**src/rtl/sched_pkg.sv**
```systemverilog
package sched_pkg;

    localparam int HPOS_W       = 11;
    localparam int VPOS_W       = 9;
    localparam int CYC_W        = 4;
    localparam int PHASE_W      = 3;
    localparam int LINE_DEF     = 1364;
    localparam int INIT_BASE    = 12;
    localparam int REFRESH_BASE = 530;
    localparam int REFRESH_CLKS = 40;
    localparam int RUN_POS      = 1104;
    localparam int LAST_VIS     = 224;
    localparam int LAST_VIS_OS  = 239;

    typedef enum logic [2:0] {
        ARB_IDLE,
        ARB_RUN,
        ARB_WAIT_H,
        ARB_WAIT_D,
        ARB_SYNC
    } arb_state_e;

    typedef struct packed {
        logic init;
        logic run;
    } edge_flags_t;

    function automatic logic [HPOS_W-1:0] init_position(input logic rev, input logic [PHASE_W-1:0] p);
        return rev ? (HPOS_W'(INIT_BASE) + HPOS_W'(p))
                   : (HPOS_W'(INIT_BASE + 8) - HPOS_W'(p));
    endfunction

    function automatic logic [HPOS_W-1:0] refresh_position(input logic rev, input logic [PHASE_W-1:0] p);
        return rev ? (HPOS_W'(REFRESH_BASE + 8) - HPOS_W'(p))
                   : HPOS_W'(REFRESH_BASE);
    endfunction

endpackage

```
**src/rtl/sched_phase.sv**
```systemverilog
module sched_phase
    import sched_pkg::*;
#(
    parameter int LEN_W   = HPOS_W,
    parameter int LEN_DEF = LINE_DEF
) (
    input  logic               clk,
    input  logic               rst,
    input  logic [LEN_W-1:0]   hpos,
    input  logic [LEN_W-1:0]   line_len,
    output logic               line_start,
    output logic [PHASE_W-1:0] phase,
    output logic [PHASE_W-1:0] line_phase
);

    logic [PHASE_W-1:0] acc;
    logic [LEN_W-1:0]   len_q;
    logic [PHASE_W-1:0] acc_next;

    assign line_start = (hpos == '0);
    assign acc_next   = PHASE_W'(LEN_W'(acc) + len_q);
    assign line_phase = acc_next;
    // continuous across the wrap: new accumulator is used on the start cycle
    assign phase      = line_start ? acc_next : PHASE_W'(LEN_W'(acc) + hpos);

    always_ff @(posedge clk) begin
        if (rst) begin
            acc   <= '0;
            len_q <= LEN_W'(LEN_DEF);
        end else if (line_start) begin
            acc   <= acc_next;
            len_q <= line_len;
        end
    end

endmodule

```
**src/rtl/sched_events.sv**
```systemverilog
module sched_events
    import sched_pkg::*;
#(
    parameter int POS_W   = HPOS_W,
    parameter int LINE_W  = VPOS_W,
    parameter int REF_LEN = REFRESH_CLKS
) (
    input  logic               clk,
    input  logic               rst,
    input  logic [POS_W-1:0]   hpos,
    input  logic [LINE_W-1:0]  vcount,
    input  logic               overscan,
    input  logic               rev_sel,
    input  logic               line_start,
    input  logic [PHASE_W-1:0] line_phase,
    output logic               ev_init,
    output logic               ev_run,
    output logic               stall_refresh
);

    localparam int RCNT_W = $clog2(REF_LEN + 1);

    logic [POS_W-1:0]  init_pos, ref_pos;
    logic              init_arm, run_arm, ref_arm;
    logic [RCNT_W-1:0] ref_cnt;
    logic              visible;

    assign visible       = overscan ? (vcount <= LINE_W'(LAST_VIS_OS)) : (vcount <= LINE_W'(LAST_VIS));
    assign stall_refresh = (ref_cnt != '0);

    always_ff @(posedge clk) begin
        if (rst) begin
            ev_init  <= 1'b0;
            ev_run   <= 1'b0;
            init_arm <= 1'b0;
            run_arm  <= 1'b0;
            ref_arm  <= 1'b1;
            init_pos <= '0;
            ref_pos  <= refresh_position(rev_sel, '0);
            ref_cnt  <= '0;
        end else begin
            ev_init <= 1'b0;
            ev_run  <= 1'b0;
            if (ref_cnt != '0) ref_cnt <= ref_cnt - 1'b1;
            if (line_start) begin
                init_pos <= init_position(rev_sel, line_phase);
                ref_pos  <= refresh_position(rev_sel, line_phase);
                init_arm <= (vcount == '0);
                run_arm  <= visible;
                ref_arm  <= 1'b1;
            end else begin
                if (init_arm && hpos == init_pos) begin
                    ev_init  <= 1'b1;
                    init_arm <= 1'b0;
                end
                if (run_arm && hpos == POS_W'(RUN_POS)) begin
                    ev_run  <= 1'b1;
                    run_arm <= 1'b0;
                end
                if (ref_arm && hpos == ref_pos) begin
                    ref_cnt <= RCNT_W'(REF_LEN);
                    ref_arm <= 1'b0;
                end
            end
        end
    end

    AST_INIT_ON_FIRST_LINE: assert property (@(posedge clk) disable iff (rst)
        ev_init |-> vcount == '0);
    AST_RUN_AT_FIXED_POS: assert property (@(posedge clk) disable iff (rst)
        ev_run |-> $past(hpos) == POS_W'(RUN_POS));

endmodule

```
**src/rtl/sched_arbiter.sv**
```systemverilog
module sched_arbiter
    import sched_pkg::*;
#(
    parameter int CW = CYC_W
) (
    input  logic               clk,
    input  logic               rst,
    input  logic [PHASE_W-1:0] phase,
    input  logic               cycle_edge,
    input  logic               ev_init,
    input  logic               ev_run,
    input  logic               hdma_en_any,
    input  logic               hdma_act_any,
    input  logic               dma_en_any,
    input  logic               dma_req,
    input  logic [CW-1:0]      cpu_cycle_len,
    output logic               hdma_init_go,
    output logic               hdma_run_go,
    output logic               dma_go,
    output logic               stall_resync,
    output logic [CW-1:0]      resync_len
);

    arb_state_e    state;
    edge_flags_t   flags;
    logic          hpend, hmode_init, dpend, cur_init;
    logic [3:0]    wcnt;
    logic [CW-1:0] dclk, scnt;

    logic          eff_init, eff_run, take_init, take_run, hp_set;
    logic [CW:0]   dsum;
    logic [CW-1:0] dclk_inc, sync_len;
    logic [3:0]    wait_len;
    logic          grant_slot;

    always_comb begin
        eff_init  = flags.init | ev_init;
        eff_run   = flags.run  | ev_run;
        take_init = cycle_edge & eff_init & hdma_en_any;
        take_run  = cycle_edge & eff_run  & hdma_act_any;
        hp_set    = take_init | take_run;
        dsum      = {1'b0, dclk} + 1'b1;
        dclk_inc  = (dsum == {1'b0, cpu_cycle_len}) ? '0 : dsum[CW-1:0];
        sync_len  = cpu_cycle_len - dclk_inc;
        wait_len  = 4'd8 - {1'b0, phase};
        grant_slot = (wcnt == 4'd1);
    end

    assign hdma_init_go = (state == ARB_WAIT_H) && grant_slot && cur_init;
    assign hdma_run_go  = (state == ARB_WAIT_H) && grant_slot && !cur_init;
    assign dma_go       = (state == ARB_WAIT_D) && grant_slot;
    assign stall_resync = (state == ARB_SYNC);

    always_ff @(posedge clk) begin
        if (rst) begin
            state      <= ARB_IDLE;
            flags      <= '0;
            hpend      <= 1'b0;
            hmode_init <= 1'b0;
            dpend      <= 1'b0;
            cur_init   <= 1'b0;
            wcnt       <= '0;
            dclk       <= '0;
            scnt       <= '0;
            resync_len <= '0;
        end else begin
            if (state == ARB_RUN || state == ARB_WAIT_H || state == ARB_WAIT_D)
                dclk <= dclk_inc;
            unique case (state)
                ARB_IDLE: if (cycle_edge && (dpend || dma_req || hpend || hp_set)) begin
                    state <= ARB_RUN;
                    dclk  <= '0;
                end
                ARB_RUN: begin
                    hpend <= 1'b0;
                    if (hpend && hdma_en_any) begin
                        cur_init <= hmode_init;
                        wcnt     <= wait_len;
                        state    <= ARB_WAIT_H;
                    end else if (dpend && dma_en_any) begin
                        dpend <= 1'b0;
                        wcnt  <= wait_len;
                        state <= ARB_WAIT_D;
                    end else begin
                        dpend      <= 1'b0;
                        resync_len <= sync_len;
                        scnt       <= sync_len;
                        state      <= ARB_SYNC;
                    end
                end
                ARB_WAIT_H: if (grant_slot) begin
                    if (dma_en_any) state <= ARB_RUN;
                    else begin
                        resync_len <= sync_len;
                        scnt       <= sync_len;
                        state      <= ARB_SYNC;
                    end
                end else wcnt <= wcnt - 1'b1;
                ARB_WAIT_D: if (grant_slot) begin
                    resync_len <= sync_len;
                    scnt       <= sync_len;
                    state      <= ARB_SYNC;
                end else wcnt <= wcnt - 1'b1;
                ARB_SYNC: if (scnt == CW'(1)) state <= ARB_IDLE;
                          else scnt <= scnt - 1'b1;
                default: state <= ARB_IDLE;
            endcase
            // event flags: held until a cycle edge consumes them, lowest bit first
            if (cycle_edge) flags <= '0;
            else begin
                flags.init <= eff_init;
                flags.run  <= eff_run;
            end
            if (dma_req) dpend <= 1'b1;
            if (hp_set) begin
                hpend      <= 1'b1;
                hmode_init <= !take_run;
            end
        end
    end

    AST_GRANT_ON_PHASE_ZERO: assert property (@(posedge clk) disable iff (rst)
        (hdma_init_go || hdma_run_go || dma_go) |-> phase == '0);
    AST_ONE_GRANT: assert property (@(posedge clk) disable iff (rst)
        $onehot0({hdma_init_go, hdma_run_go, dma_go}));
    AST_SYNC_LEN_BOUND: assert property (@(posedge clk) disable iff (rst)
        stall_resync |-> (resync_len != '0 && resync_len <= cpu_cycle_len));
    AST_NO_GRANT_IN_SYNC: assert property (@(posedge clk) disable iff (rst)
        stall_resync |-> !(hdma_init_go || hdma_run_go || dma_go));

endmodule

```
**src/rtl/scanline_bus_sched.sv**
```systemverilog
module scanline_bus_sched
    import sched_pkg::*;
#(
    parameter int HW = HPOS_W,
    parameter int VW = VPOS_W,
    parameter int CW = CYC_W
) (
    input  logic          clk,
    input  logic          rst,
    input  logic [HW-1:0] hpos,
    input  logic [VW-1:0] vcount,
    input  logic          overscan,
    input  logic [HW-1:0] line_len,
    input  logic          rev_sel,
    input  logic [CW-1:0] cpu_cycle_len,
    input  logic          hdma_en_any,
    input  logic          hdma_act_any,
    input  logic          dma_en_any,
    input  logic          dma_req,
    input  logic          cycle_edge,
    output logic          stall_refresh,
    output logic          stall_resync,
    output logic          hdma_init_go,
    output logic          hdma_run_go,
    output logic          dma_go,
    output logic [CW-1:0] resync_len
);

    logic               line_start;
    logic [PHASE_W-1:0] phase, line_phase;
    logic               ev_init, ev_run;

    sched_phase #(.LEN_W(HW), .LEN_DEF(LINE_DEF)) u_phase (
        .clk(clk), .rst(rst), .hpos(hpos), .line_len(line_len),
        .line_start(line_start), .phase(phase), .line_phase(line_phase)
    );

    sched_events #(.POS_W(HW), .LINE_W(VW), .REF_LEN(REFRESH_CLKS)) u_events (
        .clk(clk), .rst(rst), .hpos(hpos), .vcount(vcount), .overscan(overscan),
        .rev_sel(rev_sel), .line_start(line_start), .line_phase(line_phase),
        .ev_init(ev_init), .ev_run(ev_run), .stall_refresh(stall_refresh)
    );

    sched_arbiter #(.CW(CW)) u_arb (
        .clk(clk), .rst(rst), .phase(phase), .cycle_edge(cycle_edge),
        .ev_init(ev_init), .ev_run(ev_run), .hdma_en_any(hdma_en_any),
        .hdma_act_any(hdma_act_any), .dma_en_any(dma_en_any), .dma_req(dma_req),
        .cpu_cycle_len(cpu_cycle_len), .hdma_init_go(hdma_init_go),
        .hdma_run_go(hdma_run_go), .dma_go(dma_go),
        .stall_resync(stall_resync), .resync_len(resync_len)
    );

endmodule

```
**config.mk**
```make
export PLATFORM = sky130hd
export DESIGN_NAME = scanline_bus_sched
export DESIGN_NICKNAME = d
export VERILOG_FILES = /design/src/rtl/sched_pkg.sv /design/src/rtl/sched_phase.sv /design/src/rtl/sched_events.sv /design/src/rtl/sched_arbiter.sv /design/src/rtl/scanline_bus_sched.sv
export SDC_FILE = /design/constraint.sdc
export NUM_CORES = 1
export LEC_CHECK = 0
export BUFFER_PORTS_ARGS = -buffer_cell sky130_fd_sc_hd__clkbuf_2
export CAP_MARGIN = 20
export CORE_ASPECT_RATIO = 0.8
export CORE_MARGIN = 5
export CORE_UTILIZATION = 44
export CTS_BUF_LIST = sky130_fd_sc_hd__clkbuf_2
export CTS_CLUSTER_SIZE = 12
export DETAILED_ROUTE_END_ITERATION = 16
export GPL_TIMING_DRIVEN = 1
export SYNTH_ARGS = -nofsm -noshare
export SYNTH_HDL_FRONTEND = slang
export SYNTH_HIERARCHICAL = 1
export SYNTH_SLANG_ARGS = --single-unit
export TNS_END_PERCENT = 1
```
**constraint.sdc**
```tcl
create_clock -name clk -period 7.8 [get_ports clk]
set_input_delay 0.78 -clock clk [delete_from_list [all_inputs] [get_ports clk]]
set_output_delay 0.78 -clock clk [all_outputs]
set_load 0.01 [all_outputs]
```
==> impl_results.md <==
- Critical path class: reg -> reg
- Area Growth Syn to Fin: 11.25%
- Ranking of synthesized cells by area: dfxtp_1 (30%), ha_1 (5.9%), nor2_1 (4.9%)
- Register area: 1061 um^2
- Crit-path leading delay family: compound AO/OA/AOI/OAI gates
- Startpoint Class: register
- Total Nets Final: 467
- Antenna viol nets, final: 0
- Clock Path Buffers: 2
- Gp weighted congestion: 0.7830
- Vert. Die Dim: 85.79 um
- Clock skew: 0.01736 ns
- Mean Syn Cell Area: 8.751 um^2
- P_sw: 0.2213 mW
- Yosys warns: 6
- Clock power frac: 21.4%
- First-pass GRT wire length: 12250 um
- Comb pwr share: 31.1%
- WP buf/inv: 0
- Largest net degree at the start of global routing: 48
- CTS H-tree lvls: 2
- Cell Area, Synth: 3159 um^2
- Synth Flop Type: dfxtp_1
- Worst Path Required: 8.16 ns
- Most common cell in the netlist: dfxtp_1
- DR pass1 iterations: 4
- Register area share after synthesis: 33.58%
- Iter 0 DRT Violations: 153
- Maximum VDD drop: 112.7 uV
- Row count: 27
- # resized after CTS: 0
- CP max FO: 8
- Pins Over Slew Limit: 0
- Place WS: 4.399 ns
- Max_slew headroom: 41.44%
- Vias: 2685
- Largest stage delay, worst path: 0.49 ns
- Critical-path cell list: ha_1, xnor3_1, nand4_2, nand2b_4, o21ai_0, ha_1, nand2_1, o21ai_0, or3b_1, a311oi_1
- Setup_tns: 0 ns
- Worst hold path startpoint: u_events/ref_arm
- CP arrival: 3.63 ns
- Post-synth EDFFs: 4
- Worst Setup SP: u_arb/dclk[0]
- Multi-input logic area: 1959 um^2
- Max-cap violations: 0
- Sequential Power Share: 47.5%
- Layout cells sized above 1: 17.00%
- Clock sinks: 51
- LEAKAGE: 1.431 nW
- Remaining DRCs: 0
- Pwr dens: 185.9 nW/um^2
- Synth unique cells: 68
- Final setup violation count: 0
- Final WS setup: 4.535 ns
- Post-CTS setup buffers: 0
- Synth top area share: 29.78%
- Internal power: 0.4322 mW
- Core ar.: 6925 um^2
- Clk pin slew, worst setup/hold paths: 0.27 ns
- Status: complete, no violations
- CTS root buf: clkbuf_2
- DIE AREA: 8985 um^2
- Worst hold path type: reg -> reg
- Clk_lat worst skew: 0.42 ns
- Initial antenna violation count: 0
- Die W: 104.7 um
- Asr flop ratio synth: 0%
- Final wirelength: 7071 um
- Worst Tran Pin Value: 0.8704 ns
- Vias in the first global route: 2628
- Via density: 5.446
- Switch share: 33.86%
- Crit. End Element: register
- Drt wl/cell: 14.34 um
- Final hold viol count: 0
- Syn Inst Count: 361
- Min Clock Period, post-route: 3.265 ns
- Num ports: 53
- CTS tree: yes
- Hold buffers post-CTS: 0
- Critical Path Slowest Stage Cell: dfxtp_1
- CTS buffer count: 5
- Fmax: 306.3 MHz
- Yosys top cell by area: dfxtp_1
- Hpwl dp: 5274 um
- Remaining global-route overflow: 0
- FF-to-FF Start: u_arb/dclk[0]
- Synth Register Bits: 51
- Tcrit/Tclk final: 41.86%
- Starting Density: 45.62%
- Unrepaired setup endpoints after global routing: no
- All-Layer GR Usage: 16.26%
- # fillers: 670
- Most frequent cells after synthesis: dfxtp_1 (47), nor2_1 (41), inv_1 (25)
- Port Buffers: 44
- Inserted Diodes: 0
- Mapped Nets: 423
worst register-to-register path, cell delays in order (launching register included):
cell	delay, ns
dfxtp_1	0.49
ha_1	0.27
xnor3_1	0.47
nand4_2	0.14
nand2b_4	0.18
o21ai_0	0.11
ha_1	0.35
nand2_1	0.07
o21ai_0	0.49
or3b_1	0.40
a311oi_1	0.24
per-stage QoR:
step           utilization [%]  cells  power (mW)  hold WS (ns)  instance area [um^2]
5_1_grt                  50.75    493      0.7074        0.4905                  3515
3_5_place_dp             49.83    485      0.5182        0.4318                  3451
3_3_place_gp             49.83    485      0.5139        0.4256                  3451
4_1_cts                  50.75    493      0.6625        0.4884                  3515
6_report                 50.75    493      0.6535        0.4835                  3515
2_1_floorplan                -    361      0.4651        0.4186                  3159
state kept, by name, indices dropped and copies added, names as in the netlist, 2 cells and up:
| register | count |
|---|---|
| u_arb/dclk | 4 |
| u_arb/flags | 2 |
| u_arb/resync_len | 4 |
| u_arb/scnt | 4 |
| u_arb/state | 3 |
| u_arb/wcnt | 4 |
| u_events/init_pos | 5 |
| u_events/ref_cnt | 6 |
| u_events/ref_pos | 4 |
| u_phase/acc | 3 |
| u_phase/len_q | 3 |
layer usage:
layer	global-route usage [%]	routed length (um)	share of wire [%]
met1	23.20	3652	52
met2	25.89	3145	44
met3	3.236	232	3.3
met4	2.787	40	0.57
met5	0	0	0
layout make-up:
cell class | instances | share of cell area, %
Multi-Input combinational cell | 277 | 55.75
Sequential cell | 51 | 30.19
Timing Repair Buffer | 45 | 6.479
Tap cell | 87 | 3.097
Inverter | 25 | 2.670
Clock inverter | 3 | 1.104
Clock buffer | 5 | 0.7120
layout by cell type (no fill, tap or decap), types with 12 or more instances in the layout:
cell type / instances
inv_1: 25
nor3_1: 17
o21ai_0: 12
clkbuf_2: 49
nand3_1: 13
a21oi_1: 24
dfxtp_1: 47
xnor2_1: 12
ha_1: 15
nor2_1: 41
nand2_1: 19
power groups by stage:
stage / Combinational, mW / Clock, mW / Sequential (mW)
6_report: 0.203 / 0.140 / 0.310
5_1_grt: 0.233 / 0.160 / 0.315
4_1_cts: 0.205 / 0.148 / 0.310
3_5_place_dp: 0.204 / 0 / 0.314
3_3_place_gp: 0.200 / 0 / 0.314
2_1_floorplan: 0.155 / 0 / 0.311
path summary, 6_finish.rpt:
path,cells after the start,slack (ns),to
max,10,4.53,u_arb/resync_len[3]
min,1,0.48,u_events/ref_arm
max reg2reg,10,4.53,u_arb/resync_len[3]
min reg2reg,1,0.48,u_events/ref_arm
kinds of logic (layout without fill, tap and decap cells):
| group | after synthesis | in the layout | synth area share [%] |
|---|---|---|---|
| AO/OA/AOI/OAI | 73 | 73 | 15.57 |
| XOR/XNOR | 23 | 23 | 8.317 |
| adder cells (fa/ha/maj) | 18 | 18 | 7.842 |
| buffers and inverters | 33 | 78 | 4.396 |
| flip-flops | 51 | 51 | 33.58 |
| multiplexers | 10 | 10 | 3.485 |
| AND/OR/NAND/NOR | 153 | 153 | 26.81 |
Power figures use the tool's default switching activity.
